[src/rtl/efp_pkg.sv]
package efp_pkg;
    localparam int CH_W     = 12;
    localparam int T_W      = 16;
    localparam int AX_BITS  = 3;
    localparam int POS_FRAC = 5;
    localparam int GAIN_W   = 16;
    localparam int XTAL_W   = 7;
    localparam int IDX_W    = 2 * AX_BITS;
    localparam int POS_W    = AX_BITS + POS_FRAC;
    localparam int LUT_W    = XTAL_W + 1 + GAIN_W;
    localparam int PKT_W    = 96;
    localparam int E_W      = 16;

    typedef struct packed {
        logic              layer;
        logic [XTAL_W-1:0] xtal;
        logic [GAIN_W-1:0] gain;
    } map_ent_t;

    typedef enum logic [2:0] {S_ACC, S_CHK, S_DIV, S_LUT, S_EMIT} fsm_t;

    function automatic logic [CH_W-1:0] net_charge(logic [CH_W-1:0] q, logic [CH_W-1:0] ped);
        return (q > ped) ? q - ped : '0;
    endfunction

    function automatic logic [PKT_W-1:0] event_rec(map_ent_t m, logic [E_W-1:0] kev,
                                                  logic [T_W-1:0] t, logic [POS_W-1:0] x,
                                                  logic [POS_W-1:0] y);
        return {1'b0, m.layer, m.xtal, kev, t, x, y, 39'd0};
    endfunction

    function automatic logic [PKT_W-1:0] raw_rec(logic [IDX_W-1:0] idx, logic [CH_W-1:0] q,
                                                logic [T_W-1:0] t);
        return {1'b1, idx, q, t, 61'd0};
    endfunction
endpackage

[src/rtl/efp_div.sv]
module efp_div #(
    parameter int N = 34,
    parameter int D = 18
) (
    input  logic         clk,
    input  logic         rst,
    input  logic         start,
    input  logic [N-1:0] num,
    input  logic [D-1:0] den,
    output logic [N-1:0] quo,
    output logic         done
);
    localparam int CW = $clog2(N + 1);

    logic [D:0]    rem;
    logic [N-1:0]  q;
    logic [D-1:0]  dv;
    logic [CW-1:0] cnt;
    logic          busy;
    logic [D:0]    sh;

    assign sh  = {rem[D-1:0], q[N-1]};
    assign quo = q;

    always_ff @(posedge clk) begin
        if (rst) begin
            rem  <= '0;
            q    <= '0;
            dv   <= '0;
            cnt  <= '0;
            busy <= 1'b0;
            done <= 1'b0;
        end else begin
            done <= 1'b0;
            if (start) begin
                rem  <= '0;
                q    <= num;
                dv   <= den;
                cnt  <= CW'(N);
                busy <= 1'b1;
            end else if (busy) begin
                if (sh >= {1'b0, dv}) begin
                    rem <= sh - {1'b0, dv};
                    q   <= {q[N-2:0], 1'b1};
                end else begin
                    rem <= sh;
                    q   <= {q[N-2:0], 1'b0};
                end
                cnt <= cnt - 1'b1;
                if (cnt == CW'(1)) begin
                    busy <= 1'b0;
                    done <= 1'b1;
                end
            end
        end
    end
endmodule

[src/rtl/efp_accum.sv]
module efp_accum
    import efp_pkg::*;
#(
    parameter int ESUM_W = CH_W + IDX_W,
    parameter int MOM_W  = ESUM_W + AX_BITS,
    parameter int TSUM_W = ESUM_W + T_W
) (
    input  logic              clk,
    input  logic              rst,
    input  logic              clr,
    input  logic              beat,
    input  logic [IDX_W-1:0]  idx,
    input  logic [CH_W-1:0]   charge,
    input  logic [T_W-1:0]    tval,
    input  logic              ped_we,
    input  logic [IDX_W-1:0]  ped_addr,
    input  logic [CH_W-1:0]   ped_data,
    output logic [ESUM_W-1:0] e_sum,
    output logic [MOM_W-1:0]  col_mom,
    output logic [MOM_W-1:0]  row_mom,
    output logic [TSUM_W-1:0] t_mom
);
    localparam int NCH = 1 << IDX_W;

    logic [CH_W-1:0]    ped [NCH];
    logic [CH_W-1:0]    s;
    logic [AX_BITS-1:0] row, col;

    assign s   = net_charge(charge, ped[idx]);
    assign row = idx[IDX_W-1:AX_BITS];
    assign col = idx[AX_BITS-1:0];

    always_ff @(posedge clk) begin
        if (ped_we) ped[ped_addr] <= ped_data;
    end

    always_ff @(posedge clk) begin
        if (rst || clr) begin
            e_sum   <= '0;
            col_mom <= '0;
            row_mom <= '0;
            t_mom   <= '0;
        end else if (beat) begin
            e_sum   <= e_sum + ESUM_W'(s);
            col_mom <= col_mom + MOM_W'(s) * MOM_W'(col);
            row_mom <= row_mom + MOM_W'(s) * MOM_W'(row);
            t_mom   <= t_mom + TSUM_W'(s) * TSUM_W'(tval);
        end
    end
endmodule

[src/rtl/event_frame_proc.sv]
module event_frame_proc
    import efp_pkg::*;
#(
    parameter int GAIN_FRAC = 10
) (
    input  logic              clk,
    input  logic              rst,
    input  logic              bypass,
    input  logic [E_W-1:0]    win_lo,
    input  logic [E_W-1:0]    win_hi,
    input  logic              bl_we,
    input  logic [IDX_W-1:0]  bl_addr,
    input  logic [CH_W-1:0]   bl_data,
    input  logic              ch_valid,
    output logic              ch_ready,
    input  logic              ch_last,
    input  logic [IDX_W-1:0]  ch_idx,
    input  logic [CH_W-1:0]   ch_charge,
    input  logic [T_W-1:0]    ch_time,
    output logic [2*POS_W-1:0] lut_addr,
    input  logic [LUT_W-1:0]  lut_rdata,
    output logic              out_valid,
    output logic [PKT_W-1:0]  out_data
);
    localparam int ESUM_W = CH_W + IDX_W;
    localparam int MOM_W  = ESUM_W + AX_BITS;
    localparam int TSUM_W = ESUM_W + T_W;
    localparam int NUM_W  = (MOM_W + POS_FRAC > TSUM_W) ? MOM_W + POS_FRAC : TSUM_W;
    localparam int PROD_W = ESUM_W + GAIN_W;
    localparam int NDIV   = 3;

    fsm_t              st;
    logic              fire, beat, clr, div_go;
    logic [ESUM_W-1:0] e_sum;
    logic [MOM_W-1:0]  col_mom, row_mom;
    logic [TSUM_W-1:0] t_mom;
    logic [NUM_W-1:0]  nums [NDIV];
    logic [NUM_W-1:0]  quos [NDIV];
    logic [NDIV-1:0]   dones;
    logic [T_W-1:0]    t_evt;
    map_ent_t          ent;
    logic [PROD_W-1:0] kev_full;
    logic [E_W-1:0]    kev;
    logic              in_win;

    assign ch_ready = (st == S_ACC);
    assign fire     = ch_valid && ch_ready;
    assign beat     = fire && !bypass;
    assign clr      = (st == S_EMIT) || (st == S_CHK && e_sum == '0);
    assign div_go   = (st == S_CHK) && (e_sum != '0);

    efp_accum u_acc (
        .clk(clk), .rst(rst), .clr(clr), .beat(beat),
        .idx(ch_idx), .charge(ch_charge), .tval(ch_time),
        .ped_we(bl_we), .ped_addr(bl_addr), .ped_data(bl_data),
        .e_sum(e_sum), .col_mom(col_mom), .row_mom(row_mom), .t_mom(t_mom)
    );

    assign nums[0] = NUM_W'(col_mom) << POS_FRAC;
    assign nums[1] = NUM_W'(row_mom) << POS_FRAC;
    assign nums[2] = NUM_W'(t_mom);

    for (genvar g = 0; g < NDIV; g++) begin : g_div
        efp_div #(.N(NUM_W), .D(ESUM_W)) u_div (
            .clk(clk), .rst(rst), .start(div_go), .num(nums[g]), .den(e_sum),
            .quo(quos[g]), .done(dones[g])
        );
    end

    assign ent      = map_ent_t'(lut_rdata);
    assign kev_full = (PROD_W'(e_sum) * PROD_W'(ent.gain)) >> GAIN_FRAC;
    assign kev      = (kev_full > PROD_W'({E_W{1'b1}})) ? {E_W{1'b1}} : kev_full[E_W-1:0];
    assign in_win   = (kev >= win_lo) && (kev <= win_hi);

    always_ff @(posedge clk) begin
        if (rst) begin
            st        <= S_ACC;
            lut_addr  <= '0;
            t_evt     <= '0;
            out_valid <= 1'b0;
            out_data  <= '0;
        end else begin
            out_valid <= 1'b0;
            unique case (st)
                S_ACC: begin
                    if (fire && bypass) begin
                        out_valid <= 1'b1;
                        out_data  <= raw_rec(ch_idx, ch_charge, ch_time);
                    end
                    if (beat && ch_last) st <= S_CHK;
                end
                S_CHK:  st <= (e_sum == '0) ? S_ACC : S_DIV;
                S_DIV: begin
                    if (dones[0]) begin
                        lut_addr <= {quos[1][POS_W-1:0], quos[0][POS_W-1:0]};
                        t_evt    <= quos[2][T_W-1:0];
                        st       <= S_LUT;
                    end
                end
                S_LUT:  st <= S_EMIT;
                S_EMIT: begin
                    out_valid <= in_win;
                    out_data  <= event_rec(ent, kev, t_evt,
                                           lut_addr[POS_W-1:0], lut_addr[2*POS_W-1:POS_W]);
                    st        <= S_ACC;
                end
                default: st <= S_ACC;
            endcase
        end
    end
endmodule

[config.mk]
export PLATFORM = sky130hd
export DESIGN_NAME = event_frame_proc
export DESIGN_NICKNAME = d
export VERILOG_FILES = /design/src/rtl/efp_pkg.sv /design/src/rtl/efp_div.sv /design/src/rtl/efp_accum.sv /design/src/rtl/event_frame_proc.sv
export SDC_FILE = /design/constraint.sdc
export NUM_CORES = 2
export LEC_CHECK = 0
export BUFFER_PORTS_ARGS = -buffer_cell sky130_fd_sc_hd__buf_2
export CAP_MARGIN = 20
export CORE_UTILIZATION = 44
export DETAILED_ROUTE_END_ITERATION = 10
export GPL_TIMING_DRIVEN = 0
export PLACE_DENSITY = 0.64
export SYNTH_ARGS = -nofsm -noshare
export SYNTH_HDL_FRONTEND = slang
export SYNTH_HIERARCHICAL = 1
export SYNTH_SLANG_ARGS = --single-unit
[constraint.sdc]
create_clock -name clk -period 11.99 [get_ports clk]
set_clock_uncertainty 0.1 [all_clocks]
set_input_delay 0 -clock clk [delete_from_list [all_inputs] [get_ports clk]]
set_output_delay 0 -clock clk [all_outputs]
set_load 0.03 [all_outputs]
==> impl_metrics.env <==
export IMPL_syn_area_sq_um=73100
export IMPL_start_kind="primary input"
export IMPL_cpMostUsedCell="fa_1"
export IMPL_coreArea_sq_um=165000
export IMPL_nFillCells=14600
export IMPL_cpPeakStageDelay_ns=0.69
export IMPL_grt_pass1_wl_um=332000
export IMPL_status="finished with violations"
export IMPL_crit_required_ns=12.48
export IMPL_setup_tns_ns=0
export IMPL_cts_tree="yes"
export IMPL_place_congestion=0.988
export IMPL_hpwl_um=168000
export IMPL_grt_max_degree=65
export IMPL_htreeDepth=3
export IMPL_crit_type="primary input to register"
export IMPL_ir_worst_vdd_mv=0.271
export IMPL_drt_iter0_drc=5200
export IMPL_power_density_nw_per_um2=161
export IMPL_drc=81
export IMPL_avgSynthCellArea_sq_um=11.3
export IMPL_syn_inst=6479
export IMPL_grt_pass1_vias=53000
export IMPL_sw_frac_of_total=0.367
export IMPL_clkPwrFrac=0.286
export IMPL_finalMaxSlewViolations=0
export IMPL_power_frac_seq=0.339
export IMPL_critPathArrivalTime_ns=12.05
export IMPL_overflow=0
export IMPL_hold_viol=0
export IMPL_drive_gt1_frac=0.126
export IMPL_cts_buffers=119
export IMPL_fin_nets=7885
export IMPL_worst_skew_pair_late_latency_ns=0.80
export IMPL_rsz0062_at_grt="false"
export IMPL_dieArea_sq_um=168000
export IMPL_cp_max_fo=10
export IMPL_leakage_nw=32.8
export IMPL_io_pin_count=228
export IMPL_power_switching_mw=4.90
export IMPL_row_count=149
export IMPL_first_pass_iters=10
export IMPL_placed_area_sq_um=77600
export IMPL_combPwrFrac=0.375
export IMPL_clockBufferDepth=3
export IMPL_syn2layout_area_growth_pct=13.4
export IMPL_max_freq_ghz=0.0865
export IMPL_violations="DRC"
export IMPL_period_minus_slack_ns=11.57
export IMPL_die_y_um=410
export IMPL_vias=53700
export IMPL_antenna_found_initial=12
export IMPL_root_buffer="clkbuf_16"
export IMPL_hold_path_class="primary input to register"
export IMPL_wire_per_inst_um=23.8
export IMPL_post_route_period_util=0.965
export IMPL_drt_vias_per_instance=5.77
export IMPL_post_cts_buffers=0
export IMPL_grt_total_usage=0.261
export IMPL_p_int_mw=8.45
export IMPL_cp_slowest_cell="mux2i_1"
export IMPL_die_x_um=410
export IMPL_end_kind="register"
export IMPL_start_util=0.443
export IMPL_drtAntennaViolNets=0
export IMPL_clk_pin_slew_ns=0.06
export IMPL_port_buffers=180
export IMPL_finalSetupViolCount=0
export IMPL_postLayoutSetupSlackWorst_ns=0.424
export IMPL_postRouteWirelength_um=221000
export IMPL_maxCapViolations=0
export IMPL_worst_pin_slew_ns=1.09
export IMPL_synth_warnings=6
export IMPL_clock_sinks=1187
export IMPL_design_area_sq_um=82900
export IMPL_preCtsSetupSlack_ns=-1.07
export IMPL_relSlewSlack=0.275
routing by layer:
layer / track usage / share of wire / up-vias
met5: 0 / 0.00022 / -
met4: 0.0968 / 0.039 / 8
met3: 0.0399 / 0.075 / 440
met2: 0.440 / 0.49 / 2391
met1: 0.339 / 0.40 / 26900
li1: - / - / 23900
critical path, delay by kind of cell:
family | cells | cell delay (ns)
mux | 4 | 1.90
compound gates | 9 | 2.69
buf+inv | 8 | 2.57
fa+ha+maj | 7 | 3.44
xor+xnor | 1 | 0.38
simple gates | 5 | 1.04
path summary, 6_finish.rpt:
check / from / end / slack, ns / cells after the start
max reg2reg: u_acc/e_sum[10]$_SDFFE_PP0P_ / out_valid$_SDFF_PP0_ / 0.53 / 35
min reg2reg: t_evt[2]$_SDFFE_PP0P_ / out_data[57]$_SDFFE_PP0P_ / 0.31 / 2
max: ch_idx[1] / u_acc/t_mom[28]$_SDFFE_PP0P_ / 0.42 / 34
min: bl_data[10] / u_acc/ped[14][10]$_DFFE_PP_ / 0.01 / 2
power by group through the flow:
stage,Sequential [mW],Combinational (mW),Clock (mW)
finish,4.53,5.00,3.82
global placement,4.63,4.80,0
CTS,4.53,4.93,3.88
detailed placement,4.62,4.87,0
global route,4.53,5.49,4.03
floorplan,4.58,3.42,0
cells in the final DEF (no fill, tap or decap), types with 23 or more instances in the layout:
master         count
nor4b_1           34
nand4_1          156
dfxtp_1          417
mux4_2           243
edfxtp_1         768
and2_1           149
fa_1             439
clkbuf_16        119
nor2_1           571
o211ai_1          31
buf_4             84
xnor2_1           86
clkinv_1          23
o21a_1            29
o21ai_1           28
ha_1             327
a211oi_1          36
conb_1            65
and3_1            70
a31oi_1           71
xor2_1            44
a21oi_1          307
nor2b_1           26
nand2_1          437
buf_1             27
nand3_1          139
clkbuf_1         324
dlygate4sd3_1     89
and4_1            33
o21ai_0          112
inv_1            680
mux2i_1          210
nor3_1            92
buf_2            245
a22oi_1           24
nand4b_1          25
a21o_1            58
through the flow:
step                power, mW  hold WS, ns  utilization  std cells
CTS                      13.3       0.0725        0.500       9275
detailed placement       9.49        0.199        0.471       8966
global route             14.0       0.0220        0.502       9296
finish                   13.3       0.0146        0.502       9302
global placement         9.42        0.179        0.466       8912
floorplan                8.00     -0.00113            -       6543
final cells by class:
| type | instances | area, sq um | share of cell area |
|---|---|---|---|
| antenna | 7 | 17.5 | 0.000211 |
| inverter | 682 | 2560 | 0.0309 |
| clock inverter | 73 | 881 | 0.0106 |
| clock buffer | 149 | 3150 | 0.0380 |
| sequential | 1187 | 31500 | 0.379 |
| multi-input combinational | 4218 | 37300 | 0.450 |
| timing repair buffer | 342 | 2700 | 0.0326 |
| tap | 2189 | 2740 | 0.0330 |
| buffer | 455 | 2050 | 0.0247 |
registers in the layout, indices dropped and copies added, names as in the netlist, 3 cells and up:
register and cells:
g_div.u_div/busy 3, g_div.u_div/cnt 18, g_div.u_div/dv 54, g_div.u_div/quo 102, g_div.u_div/rem 54, lut_addr 16, out_data 57, st 3
t_evt 16, u_acc/col_mom 21, u_acc/e_sum 18, u_acc/ped 768, u_acc/row_mom 21, u_acc/t_mom 34
repair_timing:
| item | 4_1_cts | 5_1_grt |
|---|---|---|
| hold buffers | 87 | 2 |
| gates resized for setup | 2 | 11 |
| hold endpoints to repair | 1014 | 18 |
| setup endpoints to repair | 5 | 6 |
(Power assumes the default switching activity.)
